[config.mk]
export PLATFORM = sky130hd
export DESIGN_NAME = dma_line_seq
export DESIGN_NICKNAME = d
export VERILOG_FILES = /design/src/rtl/dma_seg_pkg.sv /design/src/rtl/dma_seg_calc.sv /design/src/rtl/dma_seg_rdalign.sv /design/src/rtl/dma_seg_ctrl.sv /design/src/rtl/dma_line_seq.sv
export SDC_FILE = /design/constraint.sdc
export NUM_CORES = 1
export LEC_CHECK = 0
export CAP_MARGIN = 20
export CORE_AREA = 10 10 248 250
export DETAILED_ROUTE_END_ITERATION = 12
export DIE_AREA = 0 0 258 260
export DONT_BUFFER_PORTS = 1
export PLACE_DENSITY_LB_ADDON = 0.2
export RECOVER_POWER = 100
export SLEW_MARGIN = 15
export SYNTH_ARGS = -nofsm -noshare
export SYNTH_HDL_FRONTEND = slang
export SYNTH_HIERARCHICAL = 1
export SYNTH_SLANG_ARGS = --single-unit
[constraint.sdc]
create_clock -name clk -period 14.3 [get_ports clk]
set_clock_uncertainty 0.15 [all_clocks]
set_input_delay 2.145 -clock clk [delete_from_list [all_inputs] [get_ports clk]]
set_output_delay 2.145 -clock clk [all_outputs]
set_load 0.05 [all_outputs]
[src/rtl/dma_seg_pkg.sv]
package dma_seg_pkg;

  typedef enum logic [1:0] {
    ST_IDLE,
    ST_ISSUE,
    ST_WAIT,
    ST_FINISH
  } seq_state_e;

  localparam logic [2:0] KIND_LOAD  = 3'd0;
  localparam logic [2:0] KIND_STORE = 3'd1;

  function automatic logic kind_ok(input logic [2:0] kind);
    return (kind == KIND_LOAD) || (kind == KIND_STORE);
  endfunction

endpackage

[src/rtl/dma_seg_calc.sv]
module dma_seg_calc #(
  parameter int ADDR_W     = 16,
  parameter int LEN_W      = 12,
  parameter int LINE_BYTES = 16
) (
  input  logic [ADDR_W-1:0]             start_addr,
  input  logic [LEN_W-1:0]              total_len,
  input  logic [LEN_W-1:0]              done_bytes,
  output logic [ADDR_W-1:0]             seg_addr,
  output logic [ADDR_W-1:0]             seg_line_addr,
  output logic [$clog2(LINE_BYTES)-1:0] seg_off,
  output logic [$clog2(LINE_BYTES):0]   seg_len,
  output logic [LINE_BYTES-1:0]         seg_be
);
  localparam int OFF_W  = $clog2(LINE_BYTES);
  localparam int SEGL_W = OFF_W + 1;

  // head segment: whole request if it fits in the line, else up to the boundary
  function automatic logic [SEGL_W-1:0] head_len_f(input logic [OFF_W-1:0] off,
                                                   input logic [LEN_W-1:0] len);
    logic [LEN_W:0] reach;
    reach = {1'b0, len} + (LEN_W+1)'(off);
    if (reach <= (LEN_W+1)'(LINE_BYTES)) return SEGL_W'(len);
    else return SEGL_W'(LINE_BYTES) - SEGL_W'(off);
  endfunction

  // later segments: full line or what is left
  function automatic logic [SEGL_W-1:0] tail_len_f(input logic [LEN_W-1:0] rem);
    if (rem < LEN_W'(LINE_BYTES)) return SEGL_W'(rem);
    else return SEGL_W'(LINE_BYTES);
  endfunction

  function automatic logic [LINE_BYTES-1:0] span_mask_f(input logic [OFF_W-1:0] off,
                                                        input logic [SEGL_W-1:0] cnt);
    logic [LINE_BYTES-1:0] m;
    for (int i = 0; i < LINE_BYTES; i++)
      m[i] = (i >= int'(off)) && (i < int'(off) + int'(cnt));
    return m;
  endfunction

  logic is_head;

  always_comb begin
    is_head       = (done_bytes == '0);
    seg_addr      = start_addr + ADDR_W'(done_bytes);
    seg_line_addr = {seg_addr[ADDR_W-1:OFF_W], {OFF_W{1'b0}}};
    seg_off       = is_head ? start_addr[OFF_W-1:0] : '0;
    seg_len       = is_head ? head_len_f(start_addr[OFF_W-1:0], total_len)
                            : tail_len_f(total_len - done_bytes);
    seg_be        = span_mask_f(seg_off, seg_len);
  end

endmodule

[src/rtl/dma_seg_rdalign.sv]
module dma_seg_rdalign #(
  parameter int LINE_BYTES = 16
) (
  input  logic [8*LINE_BYTES-1:0]       line_data,
  input  logic [$clog2(LINE_BYTES)-1:0] off,
  input  logic [$clog2(LINE_BYTES):0]   cnt,
  output logic [8*LINE_BYTES-1:0]       out_data,
  output logic [LINE_BYTES-1:0]         out_mask
);
  localparam int OFF_W  = $clog2(LINE_BYTES);
  localparam int SEGL_W = OFF_W + 1;

  function automatic logic [LINE_BYTES-1:0] low_mask_f(input logic [SEGL_W-1:0] n);
    logic [LINE_BYTES-1:0] m;
    for (int i = 0; i < LINE_BYTES; i++) m[i] = (i < int'(n));
    return m;
  endfunction

  always_comb begin
    out_data = line_data >> {off, 3'b000};
    out_mask = low_mask_f(cnt);
  end

endmodule

[src/rtl/dma_seg_ctrl.sv]
module dma_seg_ctrl
  import dma_seg_pkg::*;
#(
  parameter int ADDR_W     = 16,
  parameter int LEN_W      = 12,
  parameter int LINE_BYTES = 16
) (
  input  logic                          clk,
  input  logic                          rst_n,
  input  logic                          req_valid,
  input  logic [2:0]                    req_type,
  input  logic [ADDR_W-1:0]             req_addr,
  input  logic [LEN_W-1:0]              req_len,
  input  logic                          seg_ready,
  input  logic [$clog2(LINE_BYTES):0]   seg_len,
  input  logic                          rsp_valid,
  output logic [ADDR_W-1:0]             start_addr,
  output logic [LEN_W-1:0]              total_len,
  output logic [LEN_W-1:0]              issued,
  output logic [LEN_W-1:0]              completed,
  output logic                          is_write,
  output logic                          req_accept,
  output logic                          req_full,
  output logic                          req_type_err,
  output logic                          busy,
  output logic                          seg_valid,
  output logic                          rsp_take,
  output logic                          rsp_err,
  output logic                          done
);
  seq_state_e state;
  logic       idle;

  always_comb begin
    idle         = (state == ST_IDLE);
    busy         = !idle;
    req_accept   = req_valid && idle && kind_ok(req_type);
    req_type_err = req_valid && idle && !kind_ok(req_type);
    req_full     = req_valid && !idle;
    seg_valid    = (state == ST_ISSUE);
    rsp_take     = rsp_valid && (state == ST_WAIT);
    rsp_err      = rsp_valid && (state != ST_WAIT);
  end

  always_ff @(posedge clk) begin
    if (!rst_n) begin
      state      <= ST_IDLE;
      start_addr <= '0;
      total_len  <= '0;
      issued     <= '0;
      completed  <= '0;
      is_write   <= 1'b0;
      done       <= 1'b0;
    end else begin
      done <= 1'b0;
      unique case (state)
        ST_IDLE: begin
          if (req_accept) begin
            start_addr <= req_addr;
            total_len  <= req_len;
            is_write   <= (req_type == KIND_STORE);
            issued     <= '0;
            completed  <= '0;
            state      <= (req_len == '0) ? ST_FINISH : ST_ISSUE;
          end
        end
        ST_ISSUE: begin
          if (seg_ready) begin
            issued <= issued + LEN_W'(seg_len);
            state  <= ST_WAIT;
          end
        end
        ST_WAIT: begin
          if (rsp_valid) begin
            completed <= issued;
            if (issued == total_len) begin
              state <= ST_IDLE;
              done  <= 1'b1;
            end else begin
              state <= ST_ISSUE;
            end
          end
        end
        ST_FINISH: begin
          state <= ST_IDLE;
          done  <= 1'b1;
        end
        default: state <= ST_IDLE;
      endcase
    end
  end

endmodule

[src/rtl/dma_line_seq.sv]
module dma_line_seq #(
  parameter int ADDR_W     = 16,
  parameter int LEN_W      = 12,
  parameter int LINE_BYTES = 16
) (
  input  logic                          clk,
  input  logic                          rst_n,
  input  logic                          req_valid,
  input  logic [2:0]                    req_type,
  input  logic [ADDR_W-1:0]             req_addr,
  input  logic [LEN_W-1:0]              req_len,
  output logic                          req_accept,
  output logic                          req_full,
  output logic                          req_type_err,
  output logic                          busy,
  output logic                          done,
  output logic [LEN_W-1:0]              src_rd_pos,
  input  logic [8*LINE_BYTES-1:0]       src_rd_data,
  output logic                          seg_valid,
  input  logic                          seg_ready,
  output logic [ADDR_W-1:0]             seg_addr,
  output logic [ADDR_W-1:0]             seg_line_addr,
  output logic                          seg_write,
  output logic [$clog2(LINE_BYTES):0]   seg_len,
  output logic [LINE_BYTES-1:0]         seg_be,
  output logic [8*LINE_BYTES-1:0]       seg_data,
  input  logic                          rsp_valid,
  input  logic                          rsp_is_data,
  input  logic [8*LINE_BYTES-1:0]       rsp_data,
  output logic                          rsp_err,
  output logic                          dst_wr_valid,
  output logic [LEN_W-1:0]              dst_wr_pos,
  output logic [LINE_BYTES-1:0]         dst_wr_mask,
  output logic [8*LINE_BYTES-1:0]       dst_wr_data
);
  localparam int OFF_W  = $clog2(LINE_BYTES);
  localparam int SEGL_W = OFF_W + 1;

  logic [ADDR_W-1:0] start_addr;
  logic [LEN_W-1:0]  total_len;
  logic [LEN_W-1:0]  issued;
  logic [LEN_W-1:0]  completed;
  logic              is_write;
  logic              rsp_take;
  logic [OFF_W-1:0]  seg_off;
  logic [SEGL_W-1:0] inflight_cnt;

  dma_seg_ctrl #(
    .ADDR_W(ADDR_W), .LEN_W(LEN_W), .LINE_BYTES(LINE_BYTES)
  ) u_ctrl (
    .clk(clk), .rst_n(rst_n),
    .req_valid(req_valid), .req_type(req_type), .req_addr(req_addr), .req_len(req_len),
    .seg_ready(seg_ready), .seg_len(seg_len), .rsp_valid(rsp_valid),
    .start_addr(start_addr), .total_len(total_len), .issued(issued),
    .completed(completed), .is_write(is_write),
    .req_accept(req_accept), .req_full(req_full), .req_type_err(req_type_err),
    .busy(busy), .seg_valid(seg_valid), .rsp_take(rsp_take), .rsp_err(rsp_err),
    .done(done)
  );

  dma_seg_calc #(
    .ADDR_W(ADDR_W), .LEN_W(LEN_W), .LINE_BYTES(LINE_BYTES)
  ) u_calc (
    .start_addr(start_addr), .total_len(total_len), .done_bytes(completed),
    .seg_addr(seg_addr), .seg_line_addr(seg_line_addr), .seg_off(seg_off),
    .seg_len(seg_len), .seg_be(seg_be)
  );

  // bytes handed out but not yet covered by a response
  assign inflight_cnt = SEGL_W'(issued - completed);

  dma_seg_rdalign #(
    .LINE_BYTES(LINE_BYTES)
  ) u_rdalign (
    .line_data(rsp_data), .off(seg_off), .cnt(inflight_cnt),
    .out_data(dst_wr_data), .out_mask(dst_wr_mask)
  );

  always_comb begin
    seg_write    = is_write;
    src_rd_pos   = completed;
    seg_data     = src_rd_data << {seg_off, 3'b000};
    dst_wr_valid = rsp_take && !is_write && rsp_is_data;
    dst_wr_pos   = completed;
  end

endmodule

# [Yosys cells after proc, flatten, opt, wreduce, memory -nomap -nowiden]
# Index checks and enable logic that the tools add are counted.
# W data, S select, Z words.
[classes] n_addsub=7 mul=0 div_mod_pow=0 magnitude_cmp=49 n_eq_ne=9 shift=2 mux=18 bitwise=0 n_reduce_logical=37
[op_table] op="$lt A5 B32 Y1 const A" n=8
[op_table] op="$lt A4 B32 Y1 const A" n=4
[op_table] op="$shl A128 B7 Y128" n=1
[op_table] op="$shr A128 B7 Y128" n=1
[op_table] op="$lt A3 B32 Y1 const A" n=2
[op_table] op="$pmux W12 S2" n=2
[op_table] op="$lt A4 B5 Y1 const A" n=8
[op_table] op="$mux W12" n=3
[op_table] op="$lt A1 B32 Y1 const A" n=1
[op_table] op="$lt A2 B32 Y1 const A" n=1
[op_table] op="$ge A4 B4 Y1 const A" n=7
[op_table] op="$logic_not A12 Y1" n=2
[op_table] op="$logic_and A1 B1 Y1" n=23
[op_table] op="$lt A3 B5 Y1 const A" n=4
[op_table] op="$add A16 B12 Y16" n=1
[op_table] op="$ge A3 B4 Y1 const A" n=4
[op_table] op="$mux W5" n=3
[op_table] op="$add A12 B4 Y13" n=1
[op_table] op="$le A13 B5 Y1 const B" n=1
[op_table] op="$add A12 B5 Y12" n=1
[op_table] op="$eq A12 B12 Y1" n=1
[op_table] op="$lt A12 B5 Y1 const B" n=1
[op_table] op="$sub A12 B12 Y12" n=1
[op_table] op="$lt A1 B5 Y1 const A" n=2
[op_table] op="other kinds (23)" n=39
[totals] ff_bits=56 latch_bits=0 mem_bits_rw=0 rom_bits=0 output_inout_bits=358 word_cells=129 mem_count=0

# [Longest topological paths before layout]
[depth] depth_word=7 ltp_mapped=20 mapped_depth_nobuf=20

# [Hierarchy]
# The synthesis kept the hierarchy.
[by_module_without_submodules] mod="dma_line_seq" n_inst=1 cells_each=703 area_each_um2=5629.1 seq_area_each_um2=0.0
[by_module_without_submodules] mod="dma_seg_rdalign" n_inst=1 cells_each=660 area_each_um2=5213.8 seq_area_each_um2=0.0
[by_module_without_submodules] mod="dma_seg_ctrl" n_inst=1 cells_each=315 area_each_um2=2521.2 seq_area_each_um2=1121.1
[by_module_without_submodules] mod="dma_seg_calc" n_inst=1 cells_each=337 area_each_um2=2349.8 seq_area_each_um2=0.0

# [Worst setup path after synthesis]
# OpenSTA, ideal clock, no wires.
[synth_path] path_kind="register -> output" startpoint="reg u_ctrl.start_addr[0]" endpoint="out seg_be[9]" arrival_ns=6.553 required_ns=12.005 slack_ns=5.452 path_stages_with_launch=19 path_cell_list="dfxtp_1 ha_1 fa_1 or2_2 a2111oi_0 o21bai_1 a22oi_1 and4_1 clkbuf_1 mux2i_1 o21ai_0 ha_1 a21o_1 a21oi_1 xnor2_1 o21ai_0 nand2_1 nor3_1 a311oi_1"
[synth_via] elab_chain_cells=7 elab_cells_between_ends=10 classes_between="3 x add/sub; 3 x order compare; 3 x mux; 1 x reduce/logical"
[synth_rtl] item="start, declared" line_no="dma_seg_ctrl.sv:17" source="output logic [ADDR_W-1:0] start_addr,"
[synth_rtl] item="start signal, assigned" line_no="dma_seg_ctrl.sv:59" source="start_addr <= req_addr;"
[synth_rtl] item="$add A12 B4 Y13" line_no="dma_seg_calc.sv:22" source="reach = {1'b0, len} + (LEN_W+1)'(off);"
[synth_rtl] item="$le A13 B5 Y1" line_no="dma_seg_calc.sv:23" source="if (reach <= (LEN_W+1)'(LINE_BYTES)) return SEGL_W'(len);"
[synth_rtl] item="$mux W5 *" line_no="dma_seg_calc.sv:23"
[synth_rtl] item="$mux W5 *" line_no="dma_seg_calc.sv:48" source="seg_len = is_head ? head_len_f(start_addr[OFF_W-1:0], total_len)"
[synth_rtl] item="named net seg_len[1]" line_no="dma_line_seq.sv:24" source="output logic [$clog2(LINE_BYTES):0] seg_len,"
[synth_rtl] item="$add A4 B5 Y6 *" line_no="dma_seg_calc.sv:37" source="m[i] = (i >= int'(off)) && (i < int'(off) + int'(cnt));"
[synth_rtl] item="$lt A5 B32 Y1 *" line_no="dma_seg_calc.sv:37"
[synth_rtl] item="$logic_and A1 B1 Y1 *" line_no="dma_seg_calc.sv:37"
[synth_rtl] item="end, declared" line_no="dma_line_seq.sv:25" source="output logic [LINE_BYTES-1:0] seg_be,"
# Mark *: on every way through the listed nets, which the timed path passes. The rest lies on a longest branch.

# [Worst setup path after layout]
[layout_path] startpoint="reg u_ctrl.completed[1]" endpoint="out seg_be[8]"
[layout_via] elab_chain_cells=7 elab_cells_between_ends=10 classes_between="2 x add/sub; 3 x order compare; 3 x mux; 2 x reduce/logical"
[layout_rtl] item="start, declared" line_no="dma_seg_ctrl.sv:20" source="output logic [LEN_W-1:0] completed,"
[layout_rtl] item="start signal, assigned" line_no="dma_seg_ctrl.sv:75" source="completed <= issued;"
[layout_rtl] item="$sub A12 B12 Y12" line_no="dma_seg_calc.sv:49" source=": tail_len_f(total_len - done_bytes);"
[layout_rtl] item="$lt A12 B5 Y1" line_no="dma_seg_calc.sv:29" source="if (rem < LEN_W'(LINE_BYTES)) return SEGL_W'(rem);"
[layout_rtl] item="$mux W5" line_no="dma_seg_calc.sv:29"
[layout_rtl] item="$mux W5 *" line_no="dma_seg_calc.sv:48"
[layout_rtl] item="named net seg_len[0]" line_no="dma_line_seq.sv:24"
[layout_rtl] item="$add A4 B5 Y6 *" line_no="dma_seg_calc.sv:37"
[layout_rtl] item="$lt A5 B32 Y1 *" line_no="dma_seg_calc.sv:37"
[layout_rtl] item="$logic_and A1 B1 Y1 *" line_no="dma_seg_calc.sv:37"
# Marks and branches as above.

==> impl_metrics.tcl <==
set metrics [dict create \
    status "finished, violations left" \
    failed_checks "max-capacitance violations, max-slew violations" \
    cp.buffers_inverters 2 \
    setup_viol 0 \
    avgRoutedWirePerCell_um 32.3 \
    timing.final.crit_share_pct 79.5 \
    post_cts_setup_repair_bufs 0 \
    tritoncts_num_sinks 56 \
    worst_setup_hold_path_clk_slew_ns 0.08 \
    endpoint_kind "output port" \
    crit_path_max_fanout 8 \
    setup-tns-final_ns 0 \
    numCtsBuffers 5 \
    synth_seq_area_share_pct 7.13 \
    rsz_0062_raised_after_global_routing "no" \
    timing.critical_path.slowest_cell_delay_ns 1.39 \
    number_of_maximum_capacitance_constraint_violations 69 \
    setup.worst_path.start_class "flip-flop" \
    internal_power_mw 0.400 \
    core_area_mm2 0.0563 \
    postCtsResizedCells 0 \
    clockRootBuffer "clkbuf_16" \
    dp_hpwl_um 66700 \
    drt.antenna.violating_nets 0 \
    share_comb_of_total_power_pct 73.4 \
    synth-edff-count 0 \
    rows 87 \
    routed_wirelength_um 86200 \
    ys_ff_latch 56 \
    post-layout-total-power_mw 1.14 \
    achievable-frequency_mhz 88.0 \
    dr.pass1.iters 6 \
    vias_per_cell 6.47 \
    worst_pin_slew_ns 3.27 \
    switching_power_mw 0.738 \
    grt_antenna_before_repair 0 \
    critical_path.top_delay_family "compound AO/OA/AOI/OAI gates" \
    p_leak_nw 5.51 \
    post-synth-top-count-cell "nand2_1" \
    dpl_cell_area_mm2 0.0163 \
    cts-htree-levels 2 \
    layout.nets 2252 \
    postSynth.asyncResetShare_pct 0 \
    worst_slew_margin_rel_pct -118 \
    cellPowerDensity_mw_per_mm2 70.8 \
    finalMaxSlewViolations 361 \
    dieArea_mm2 0.0671 \
    synthTopCellsByArea "mux4_2 (16%), mux2i_1 (10%), dfxtp_1 (7.1%)" \
    cpMostUsedCell "ha_1" \
    grt_overflow 0 \
    cp_data_required_time_ns 12.01 \
    synthDistinctLibCells 89 \
    width_of_the_die_um 258 \
    crit_path_top_delay_cell "a311oi_1" \
    timing_worst_setup_path_type "reg2out" \
    antenna_cells 0 \
    vias 17300 \
    fin_area_mm2 0.0161 \
    worst_skew_pair.late_latency_ns 0.32 \
    grt_usage_pct 23.6 \
    pin_count_of_the_biggest_net_entering_global_routing 129 \
    crit_arrival_ns 9.07 \
    post_synth_most_frequent_cells "nand2_1 (270), nor2_1 (195), mux2i_1 (162)" \
    final_hold_viol_count 0 \
    initial_utilization_pct 27.9 \
    seqPwrFrac_pct 14.6 \
    timing.critical_path.cells "clkbuf_1 -> inv_1 -> ha_1 -> nor2b_1 -> o2111a_1 -> or4_2 -> a2111oi_0 -> o2111ai_1 -> or4_1 -> o22ai_1 -> ha_1 -> fa_1 -> xor2_1 -> nor3_1 -> nand2b_1 -> nand2_1 -> a21oi_1 -> a311oi_1" \
    pin_count 651 \
    chipHeight_um 260 \
    vdd.ir_drop.worst_v 0.0000741 \
    post_synth.cell_area_avg_um2 7.80 \
    cts_tree "yes" \
    synth_cells 2015 \
    drtIter0Drc 1978 \
    syn2layout_area_growth_pct 2.19 \
    grt_first_pass_wirelength_um 122000 \
    clock_power_share_pct 12.1 \
    synth_largest_type_area_fraction_pct 15.9 \
    switching_share_pct 64.9 \
    synth-main-ff-cell "dfxtp_1" \
    via_count_of_the_first_global_routing_pass 16200 \
    cts.hold.buffers_added 0 \
    yosysWarningCount 6 \
    synth.cell_area_mm2 0.0157 \
    port-buffer-count 0 \
    period_needed_ns 11.37 \
    holdCritPathClass "reg2reg" \
    post_route_cells_drive_above_1_share_pct 13.7 \
    gp_routability_congestion 0.991 \
    cts_max_path_buffers 2 \
    remaining_drc_errors 0 \
    cell_type_contributing_the_most_total_cell_area_after_synthesis "mux4_2" \
]
## worst min-delay path: stages (launching register included)
cell and delay (ns):
dfxtp_1 0.32, nand2_1 0.05, a21oi_1 0.05
## cells in the final DEF, fill, tap and decap left out, types with 8 or more instances in the layout
master	instances
dfxtp_1	56
a21o_1	15
xor2_1	21
a221oi_1	13
mux2_2	78
nor2_1	193
mux2i_1	162
mux4_2	111
nand4_1	15
mux2_1	15
ha_1	41
a221o_1	9
nor3_1	34
nand3_1	29
xnor2_1	11
o221ai_1	43
a22oi_1	35
o21a_1	10
o211ai_1	24
buf_4	27
nand2b_1	28
or2_2	9
nor4_1	14
a32oi_1	10
a31oi_1	11
nor2b_1	13
nand3b_1	13
a211oi_1	12
o22ai_1	25
and2_0	12
inv_1	40
a2bb2oi_1	9
and3_1	15
clkbuf_1	58
a311oi_1	8
and2_1	16
o21ai_0	135
or2_0	12
a21oi_1	137
nand2_1	271
## routing by layer
metal	vias up	global-route usage, %	wire length [um]	share of wire (%)
met1	8585	28.8	33200	38
li1	7365	-	-	-
met5	-	0	0	0
met3	180	7.81	9620	11
met4	0	6.37	2780	3.2
met2	1137	39.1	40600	47
## registers in the layout, summed over array words and instances (netlist names)
register and flops:
u_ctrl/total_len 12, u_ctrl/state 2, u_ctrl/start_addr 16, u_ctrl/issued 12, u_ctrl/done 1, u_ctrl/is_write 1, u_ctrl/completed 12
## power groups by stage
stage	clock [mW]	combinational (mW)	sequential [mW]
2_1_floorplan	0	0.697	0.166
3_3_place_gp	0	0.842	0.169
3_5_place_dp	0	0.848	0.170
4_1_cts	0.143	0.850	0.166
5_1_grt	0.147	0.867	0.167
6_report	0.137	0.834	0.166
## worst paths after layout
kind | to | start | cells after the start | slack, ns
max reg2reg | u_ctrl/issued[10] | u_ctrl/completed[1] | 16 | 6.61
min reg2reg | u_ctrl/start_addr[10] | u_ctrl/start_addr[10] | 2 | 0.32
min | u_ctrl/start_addr[10] | u_ctrl/start_addr[10] | 2 | 0.32
max | seg_be[8] | u_ctrl/completed[1] | 18 | 2.93
## stage by stage
stage / hold slack (ns) / instances / setup WS [ns] / util (%)
after floorplan: 0.291 / 2018 / 5.45 / -
after global placement: 0.301 / 2649 / 5.62 / 28.7
after detailed placement: 0.309 / 2660 / 5.56 / 29.0
after CTS: 0.323 / 2668 / 5.20 / 29.2
after global routing: 0.337 / 2669 / 2.58 / 28.5
final: 0.316 / 2669 / 2.93 / 28.5
## layout make-up
type / count / area [um^2]
inverters: 46 / 183
clock inverters: 3 / 26.3
repair buffers: 88 / 463
fillers: 6234 / 40200
well taps: 756 / 946
clock buffers: 5 / 125
multi-input cells: 1715 / 13200
flip-flops and latches: 56 / 1120
## kinds of logic (layout without fill, tap and decap cells)
| kind of cell | after synthesis | in the layout | synth area share, % |
|---|---|---|---|
| AND/OR/NAND/NOR | 697 | 697 | 20.2 |
| AO/OA/AOI/OAI | 550 | 550 | 23.1 |
| multiplexers | 375 | 375 | 34.0 |
| buffers and inverters | 247 | 142 | 9.08 |
| flip-flops | 56 | 56 | 7.13 |
| adder cells (fa/ha/maj) | 47 | 47 | 4.03 |
| XOR/XNOR | 42 | 42 | 2.34 |
| other | 1 | 4 | 0.0239 |
Note: power is estimated with default switching activity, not from simulation.
